**src/rtl/irq_lvl_vec_pkg.sv**
```systemverilog
package irq_lvl_vec_pkg;
  // strobes from the control half to the datapath half
  typedef struct packed {
    logic wrLvl;    // load both level fields
    logic wrVec;    // load vector bits 7:1
    logic ackLoad;  // matching acknowledge started: capture source
    logic ackClear; // acknowledge ended: stop driving
    logic ackSpi;   // current winner is the SPI source
  } ctrlStrobe_t;
endpackage

```
**src/rtl/irq_lvl_vec_ctrl.sv**
```systemverilog
module irq_lvl_vec_ctrl
  import irq_lvl_vec_pkg::*;
#(
  parameter int LVL_W = 3
) (
  input  logic             clk,
  input  logic             rstN,
  input  logic             wrEn,
  input  logic [1:0]       byteEn,
  input  logic             spiReq,
  input  logic             uartReq,
  input  logic [LVL_W-1:0] spiLvl,
  input  logic [LVL_W-1:0] uartLvl,
  input  logic             ackValid,
  input  logic [LVL_W-1:0] ackLevel,
  output logic             irqPending,
  output logic [LVL_W-1:0] irqLevel,
  output ctrlStrobe_t      stb
);
  logic spiOn, uartOn, spiWins, ackActiveQ, ackStart;

  assign spiOn   = spiReq && (spiLvl != '0);
  assign uartOn  = uartReq && (uartLvl != '0);
  // on a tie the SPI source keeps the win
  assign spiWins = spiOn && (!uartOn || (spiLvl >= uartLvl));

  assign irqPending = spiOn || uartOn;
  always_comb begin
    if (spiWins)     irqLevel = spiLvl;
    else if (uartOn) irqLevel = uartLvl;
    else             irqLevel = '0;
  end

  always_ff @(posedge clk or negedge rstN) begin
    if (!rstN) ackActiveQ <= 1'b0;
    else       ackActiveQ <= ackValid;
  end

  assign ackStart = ackValid && !ackActiveQ;

  always_comb begin
    stb.wrLvl    = wrEn && byteEn[1];
    stb.wrVec    = wrEn && byteEn[0];
    stb.ackLoad  = ackStart && irqPending && (ackLevel == irqLevel);
    stb.ackClear = !ackValid;
    stb.ackSpi   = spiWins;
  end

  // nothing pending means a zero level
  p_idle_level_r1: assert property (@(posedge clk) disable iff (!rstN)
    !irqPending |-> (irqLevel == '0));

  // the level shown is never below any active source
  p_level_max_r2: assert property (@(posedge clk) disable iff (!rstN)
    irqPending |-> ((irqLevel >= (spiOn ? spiLvl : '0)) &&
                    (irqLevel >= (uartOn ? uartLvl : '0))));

  // one capture per acknowledge
  p_single_load_r8: assert property (@(posedge clk) disable iff (!rstN)
    stb.ackLoad |=> !stb.ackLoad);
endmodule

```
**src/rtl/irq_lvl_vec_dp.sv**
```systemverilog
module irq_lvl_vec_dp
  import irq_lvl_vec_pkg::*;
#(
  parameter int          LVL_W   = 3,
  parameter int          VEC_W   = 8,
  parameter logic [7:0]  VEC_RST = 8'h0F
) (
  input  logic               clk,
  input  logic               rstN,
  input  ctrlStrobe_t        stb,
  input  logic [2*VEC_W-1:0] wrData,
  output logic [2*VEC_W-1:0] rdData,
  output logic [LVL_W-1:0]   spiLvl,
  output logic [LVL_W-1:0]   uartLvl,
  output logic               vecValid,
  output logic [VEC_W-1:0]   vecData
);
  localparam int DATA_W   = 2 * VEC_W;
  localparam int UART_LSB = VEC_W;
  localparam int SPI_LSB  = VEC_W + VEC_W / 2;
  localparam logic [VEC_W-1:0] RST_VEC = VEC_W'(VEC_RST);

  logic [LVL_W-1:0] spiLvlQ, uartLvlQ;
  logic [VEC_W-2:0] vecHiQ;
  logic             ackHitQ, ackSpiQ;

  always_ff @(posedge clk or negedge rstN) begin
    if (!rstN) begin
      spiLvlQ  <= '0;
      uartLvlQ <= '0;
      vecHiQ   <= RST_VEC[VEC_W-1:1];
      ackHitQ  <= 1'b0;
      ackSpiQ  <= 1'b0;
    end else begin
      if (stb.wrLvl) begin
        spiLvlQ  <= wrData[SPI_LSB +: LVL_W];
        uartLvlQ <= wrData[UART_LSB +: LVL_W];
      end
      if (stb.wrVec) vecHiQ <= wrData[VEC_W-1:1];
      if (stb.ackClear) begin
        ackHitQ <= 1'b0;
      end else if (stb.ackLoad) begin
        ackHitQ <= 1'b1;
        ackSpiQ <= stb.ackSpi;
      end
    end
  end

  always_comb begin
    rdData                      = '0;
    rdData[SPI_LSB +: LVL_W]    = spiLvlQ;
    rdData[UART_LSB +: LVL_W]   = uartLvlQ;
    rdData[VEC_W-1:1]           = vecHiQ;
    rdData[0]                   = 1'b1;
  end

  assign spiLvl   = spiLvlQ;
  assign uartLvl  = uartLvlQ;
  assign vecValid = ackHitQ;
  assign vecData  = ackHitQ ? {vecHiQ, ackSpiQ} : '0;

  // bit 0 of the read word is always set
  p_rd_lsb_r4: assert property (@(posedge clk) disable iff (!rstN)
    rdData[0] == 1'b1);

  // the source bit holds through a driven acknowledge
  p_src_hold_r8: assert property (@(posedge clk) disable iff (!rstN)
    (vecValid && $past(vecValid)) |-> (vecData[0] == $past(vecData[0])));

  // silent means all zero
  p_silent_zero_r7: assert property (@(posedge clk) disable iff (!rstN)
    !vecValid |-> (vecData == '0));

  initial begin
    assert (DATA_W >= SPI_LSB + LVL_W) else $error("level field does not fit");
  end
endmodule

```
**src/rtl/irq_lvl_vec_unit.sv**
```systemverilog
module irq_lvl_vec_unit
  import irq_lvl_vec_pkg::*;
#(
  parameter int         LVL_W   = 3,
  parameter int         VEC_W   = 8,
  parameter logic [7:0] VEC_RST = 8'h0F
) (
  input  logic               clk,
  input  logic               rstN,
  input  logic               regWrEn,
  input  logic [1:0]         regByteEn,
  input  logic [2*VEC_W-1:0] regWrData,
  output logic [2*VEC_W-1:0] regRdData,
  input  logic               spiReq,
  input  logic               uartReq,
  output logic               irqPending,
  output logic [LVL_W-1:0]   irqLevel,
  input  logic               ackValid,
  input  logic [LVL_W-1:0]   ackLevel,
  output logic               vecValid,
  output logic [VEC_W-1:0]   vecData
);
  ctrlStrobe_t      stb;
  logic [LVL_W-1:0] spiLvl, uartLvl;

  irq_lvl_vec_ctrl #(.LVL_W(LVL_W)) ctrl_i (
    .clk(clk), .rstN(rstN), .wrEn(regWrEn), .byteEn(regByteEn),
    .spiReq(spiReq), .uartReq(uartReq), .spiLvl(spiLvl), .uartLvl(uartLvl),
    .ackValid(ackValid), .ackLevel(ackLevel),
    .irqPending(irqPending), .irqLevel(irqLevel), .stb(stb)
  );

  irq_lvl_vec_dp #(.LVL_W(LVL_W), .VEC_W(VEC_W), .VEC_RST(VEC_RST)) dp_i (
    .clk(clk), .rstN(rstN), .stb(stb), .wrData(regWrData), .rdData(regRdData),
    .spiLvl(spiLvl), .uartLvl(uartLvl), .vecValid(vecValid), .vecData(vecData)
  );

  // a vector is only driven inside an acknowledge
  p_vec_in_ack_r6: assert property (@(posedge clk) disable iff (!rstN)
    vecValid |-> $past(ackValid));
endmodule

```
**config.mk**
```make
export PLATFORM = sky130hd
export DESIGN_NAME = irq_lvl_vec_unit
export DESIGN_NICKNAME = d
export VERILOG_FILES = /design/src/rtl/irq_lvl_vec_pkg.sv /design/src/rtl/irq_lvl_vec_ctrl.sv /design/src/rtl/irq_lvl_vec_dp.sv /design/src/rtl/irq_lvl_vec_unit.sv
export SDC_FILE = /design/constraint.sdc
export NUM_CORES = 1
export LEC_CHECK = 0
export BUFFER_PORTS_ARGS = -buffer_cell sky130_fd_sc_hd__buf_2
export CORE_MARGIN = 3
export CORE_UTILIZATION = 41
export CTS_CLUSTER_SIZE = 24
export DETAILED_ROUTE_END_ITERATION = 8
export GPL_TIMING_DRIVEN = 0
export PLACE_DENSITY = 0.87
export SLEW_MARGIN = 10
export SYNTH_ARGS = -nofsm -noshare
export SYNTH_HDL_FRONTEND = slang
export SYNTH_SLANG_ARGS = --single-unit
```
**constraint.sdc**
```tcl
create_clock -name clk -period 2.5 [get_ports clk]
set_input_delay 0.5 -clock clk [delete_from_list [all_inputs] [get_ports clk]]
set_output_delay 0.5 -clock clk [all_outputs]
set_load 0.01 [all_outputs]
```
==> impl_metrics.toml, run 1 <==
[clocking]
clockBufferDepth = 2
clk-insertion-delay-late_ns = 0.28
clk_pin_slew_ns = 0.09
tritoncts = "built"
htree_levels = 1
cts_root_buf = "clkbuf_4"
cts-buffers-inserted = 3
clock-sinks = 16
hold_buffers = 0

[setup_path]
r2r_slack_ns = 0.12
rr_worst_depth = 9
timing.setup.critical_path_class = "reg2out"
rr_endpoint = "dp_i.ackSpiQ"
crit_required_ns = 2.00
regToRegStartpoint = "dp_i.uartLvl[2]"
crit_arrival_ns = 1.93
endpoint_kind = "output port"
critPathLaunch = "dp_i.uartLvl[2]"
worst-path-max-fanout = 4
cp-start-kind = "register"
endpoint = "irqLevel[0]"

[synthesis]
synth_top_family_by_area = "multiplexers"
ys_ff_latch = 16
synthXorXnorAreaFrac_pct = 3.04
synth_fa_ha_area_share_pct = 4.34
synth_simple_gate_area_share_pct = 12.0
yosys-mux-area-fraction_pct = 18.1
synth_compound_area_share_pct = 10.6
synth_area_um2 = 865
synthCells = 72
seq_area_frac_synth_pct = 46.7
synthDistinctLibCells = 24
synth_warnings = 0
syn_area_per_cell_um2 = 12.0

[floorplanning]
start_util_pct = 46.5
die_area_um2 = 2700
fp.dieH_um = 51.9
pin_count = 56
row_count = 15
fp.coreArea_um2 = 1860
die_w_um = 51.9

[drt]
routed_via_density = 4.90
dr.pass1.iters = 4
ant_nets = 0
vias = 779
wire_per_inst_um = 14.4
drt_iter0_markers = 15
wl_um = 2290
drc = 0

[run_status]
outcome = "complete, no violations"

[placement]
place_inst = 147
portBuffers = 49
dp_hpwl_um = 1670
post-place-ws_ns = 0.0752
place_congestion = 0.791
placed_area_um2 = 1140

[sta]
hold_violations = 0
slew_violations = 0
finalHoldWorstSlack_ns = 0.108
fin_crit_sh_pct = 97.2
fin_ws_ns = 0.0703
layout_min_cycle_time_ns = 2.43
setup_viol = 0
fmax_ghz = 0.412
finalClockSkew_ns = 0.00365

[cells_and_area]
antennaDiodeCount = 0
finalInstanceArea_um2 = 1260
drive_gt1_share_pct = 69.4
fillerInstances = 135
nNetsFinal = 165
final_cell_count_no_fill = 159
area_delta_synth_final_pct = 46.3

[grt]
grt_pass1_vias = 752
grtUsageTotal_pct = 16.5
overflow = 0
grt_max_degree = 17
grt_first_pass_wirelength_um = 3370
antenna_found_initial = 0

[pwr]
p_leak_nw = 0.676
cellPowerDensity_nw_per_um2 = 634
power_frac_comb_pct = 36.5
p_sw_share_pct = 31.5
ir_drop_mv = 0.427
p_clk_share_pct = 20.8
p_sw_uw = 252
power.internal_uw = 549
p_seq_share_pct = 42.7

[worst_hold_path]
hold_class = "in2async"

[flow_run]
drv_cap = 0
-- worst max-delay path, cell delays in order (launching register included) --
cell and delay, ns:
dfrtp_1 0.40, inv_1 0.12, ha_4 0.22, a21oi_2 0.12, o21ai_1 0.10, or2_4 0.27, a32o_2 0.29, buf_2 0.14
-- logic make-up (layout without fill, tap and decap cells) --
kind of cell               count (synthesis)  count (layout)
buffers and inverters                      7              68
adders and majority gates                  3               3
muxes                                     14              14
xor gates and xnor gates                   3               3
DFF                                       16              16
other                                      2               3
and+or+nand+nor                           17              17
AOI/OAI and AO/OA                         10              10
-- Yosys cell counts --
library cell	instances	area, um2
or2_4	1	8.76
a21o_2	1	8.76
ha_1	3	37.5
a21boi_0	1	7.51
a21oi_2	1	8.76
inv_1	4	15.0
xor2_1	3	26.3
dfrtp_1	13	325
mux2_2	13	146
a32o_1	1	10.0
o31a_1	1	8.76
conb_1	2	7.51
o21ai_1	1	5.00
o31ai_2	1	12.5
a32o_2	2	22.5
nor2b_1	1	6.26
nor4_2	1	12.5
dfstp_2	3	78.8
nand2_1	5	18.8
mux2i_1	1	10.0
buf_4	3	22.5
and2_1	8	50.1
nand3b_1	1	7.51
o31ai_1	1	7.51
-- flip-flops by register name, indices dropped and copies added, names as in the netlist --
signal / count
ctrl_i.ackActiveQ: 1
dp_i.spiLvl: 3
dp_i.vecValid: 1
dp_i.ackSpiQ: 1
dp_i.vecHiQ: 7
dp_i.uartLvl: 3
-- routing by layer --
metal / wire length, um / track usage (%) / up-vias
met5: 0 / 0 / -
met4: 15 / 5.24 / 0
met3: 136 / 2.29 / 2
met2: 1220 / 30.3 / 34
met1: 920 / 19.3 / 367
li1: - / - / 376
-- cells in the final DEF, fill, tap and decap left out, types with 2 or more instances in the layout --
master,synthesis,layout
a32o_2,2,3
and2_1,8,8
buf_2,0,48
buf_4,3,11
clkbuf_4,0,3
conb_1,2,3
dfrtp_1,13,10
dfrtp_2,0,3
dfstp_2,3,3
ha_1,3,2
inv_1,4,3
mux2_2,13,13
nand2_1,5,5
xor2_1,3,3
-- area by class of cell --
type | instances | area (um2) | area share (%)
Inverter | 4 | 15.0 | 1.19
Multi-Input combinational cell | 50 | 440 | 34.8
Clock buffer | 4 | 36.3 | 2.87
Sequential cell | 16 | 408 | 32.2
Buffer | 3 | 22.5 | 1.78
Timing Repair Buffer | 57 | 312 | 24.6
Tap cell | 25 | 31.3 | 2.47
-- per-stage QoR --
step                      utilization (%)  total power [mW]  TNS, ns
final                                68.1             0.802        0
after CTS                            64.0             0.762        0
after global routing                 68.1             0.852  -0.0444
after detailed placement             61.6             0.591        0
after floorplan                         -             0.487        0
after global placement               61.6             0.576        0
-- power by group through the flow --
stage / registers [mW] / clock network, mW / logic (mW)
6_report: 0.342 / 0.166 / 0.293
5_1_grt: 0.349 / 0.184 / 0.319
4_1_cts: 0.344 / 0.170 / 0.247
3_5_place_dp: 0.351 / 0 / 0.239
3_3_place_gp: 0.347 / 0 / 0.229
2_1_floorplan: 0.358 / 0 / 0.129
-- how the worst min path moves through the flow --
stage                                    to  depth (start not counted)
after detailed placement     dp_i.spiLvl[0]                          1
after global placement      dp_i.uartLvl[2]                          1
final                        dp_i.vecHiQ[5]                          1
after CTS                    dp_i.vecHiQ[5]                          1
after floorplan           ctrl_i.ackActiveQ                          0
after global routing        dp_i.uartLvl[0]                          1
-- repair_timing --
action / in CTS / in global routing
cloned: 0 / 0
endpoints found under the hold margin: 0 / 0
setup endpoints to repair: 3 / 4
resized for setup: 2 / 6
buffers inserted: 1 / 7
pin swaps: 0 / 3
Note: power is estimated with default switching activity, not from simulation.
==> run 2: changes to the inputs <==
- BUFFER_PORTS_ARGS: -buffer_cell sky130_fd_sc_hd__buf_2 -> -buffer_cell sky130_fd_sc_hd__buf_4
==> run 2 against run 1 <==
Against the previous run:
- hold slack got worse by 0.057 ns
- first-iteration DRC count grew 40%
- clock skew rose by 0.0050 ns
- critical endpoint unchanged
==> impl_metrics.toml, run 2 (same netlist as run 1, synthesis figures left out) <==
[run_status]
outcome = "complete, no violations"

[cells_and_area]
largest_register_ffs = 7
final_cell_count_no_fill = 157
top_register = "dp_i.vecHiQ"
nNetsFinal = 163
final_common_cell = "buf_4"
final_cell_mix = "buf_4 (58), mux2_2 (13), dfrtp_1 (9)"
antennaDiodeCount = 0
fin_util_pct = 73.5
drive_gt1_share_pct = 68.2
area_delta_synth_final_pct = 58.0

[floorplanning]
die_area_um2 = 2700
die_w_um = 51.9
fp.dieH_um = 51.9
row_count = 15
pin_count = 56
fp.coreArea_um2 = 1860
start_util_pct = 46.5

[grt]
grtUsageTotal_pct = 17.4
grt_max_degree = 17
overflow = 0
grt_pass1_vias = 732
antenna_found_initial = 0
grt_first_pass_wirelength_um = 3470

[drt]
drc = 0
ant_nets = 0
wire_per_inst_um = 14.9
vias = 769
routed_via_density = 4.90
drt_iter0_markers = 21
dr.pass1.iters = 4
wl_um = 2330

[setup_path]
crit_arrival_ns = 1.93
crit_required_ns = 2.00
worst-path-max-fanout = 5
cp-start-kind = "register"
endpoint_kind = "output port"
timing.setup.critical_path_class = "reg2out"

[worst_hold_path]
hold_class = "in2async"

[sta]
hold_violations = 0
layout_min_cycle_time_ns = 2.43
fin_crit_sh_pct = 97.3
fin_ws_ns = 0.0677
setup_viol = 0
slew_violations = 0
finalClockSkew_ns = 0.00863
fmax_ghz = 0.411

[pwr]
power.total_uw = 826
cellPowerDensity_nw_per_um2 = 605
p_leak_nw = 0.693
ir_drop_mv = 0.605

[placement]
portBuffers = 49
place_congestion = 0.837
dp_hpwl_um = 1740
place_inst = 147
post-place-ws_ns = 0.0701

[clocking]
clockBufferDepth = 2
cts_root_buf = "clkbuf_4"
cts-buffers-inserted = 3
clock-sinks = 16
htree_levels = 1
tritoncts = "built"
clk-insertion-delay-late_ns = 0.28
clk_pin_slew_ns = 0.10

[flow_run]
drv_cap = 0
==> run 2: layer usage <==
| layer | up-vias | track usage [%] | share of wire, % | routed length, um |
|---|---|---|---|---|
| met3 | 2 | 2.58 | 6.1 | 142 |
| met4 | 0 | 3.93 | 0.26 | 6 |
| met5 | - | 0 | 0 | 0 |
| li1 | 366 | - | - | - |
| met2 | 32 | 32.4 | 53 | 1240 |
| met1 | 369 | 20.7 | 40 | 942 |
==> run 2: layout make-up <==
| class | instances | area, um2 |
|---|---|---|
| Fill cell | 132 | 492 |
| Multi-Input combinational cell | 50 | 439 |
| Timing Repair Buffer | 55 | 413 |
| Sequential cell | 16 | 409 |
| Clock buffer | 4 | 36.3 |
| Tap cell | 25 | 31.3 |
| Buffer | 3 | 22.5 |
| Inverter | 4 | 15.0 |
==> run 2: stage by stage <==
stage | hold WS, ns | cell area, um2 | setup TNS [ns]
after floorplan | 0.204 | 868 | 0
after global placement | 0.364 | 1270 | 0
after detailed placement | 0.365 | 1270 | 0
after CTS | 0.0528 | 1310 | 0
after global routing | 0.0484 | 1370 | -0.0436
final | 0.0515 | 1370 | 0
==> run 2: worst paths after layout <==
| path | to | cells past startpoint | slack [ns] | start |
|---|---|---|---|---|
| max in group asynchronous | dp_i.vecHiQ[0] | 1 | 2.21 | rstN |
| setup reg to reg | dp_i.ackSpiQ | 9 | 0.17 | dp_i.spiLvl[0] |
| min in group clk | ctrl_i.ackActiveQ | 1 | 0.34 | ackValid |
| setup / recovery | irqLevel[0] | 6 | 0.07 | dp_i.spiLvl[2] |
| hold reg to reg | dp_i.ackSpiQ | 2 | 0.53 | dp_i.ackSpiQ |
| hold / removal | dp_i.vecValid | 1 | 0.05 | rstN |
==> run 2: power by group <==
| part | switching (mW) | total, mW | internal [mW] |
|---|---|---|---|
| Sequential | 0.0403 | 0.348 | 0.307 |
| Combinational | 0.133 | 0.312 | 0.179 |
| Clock | 0.0783 | 0.167 | 0.0886 |
==> run 2: worst max-delay path, cell delays in order, from the launching register on <==
cell      delay (ns)
dfrtp_2         0.47
buf_4           0.16
buf_4           0.12
o31a_1          0.31
a21boi_1        0.25
a32o_1          0.22
buf_4           0.14
==> run 2: timing repair <==
action | in CTS | in global routing
endpoints found under the setup margin | 3 | 4
gates resized for setup | 0 | 6
hold buffers | 0 | 0
setup buffers | 1 | 5
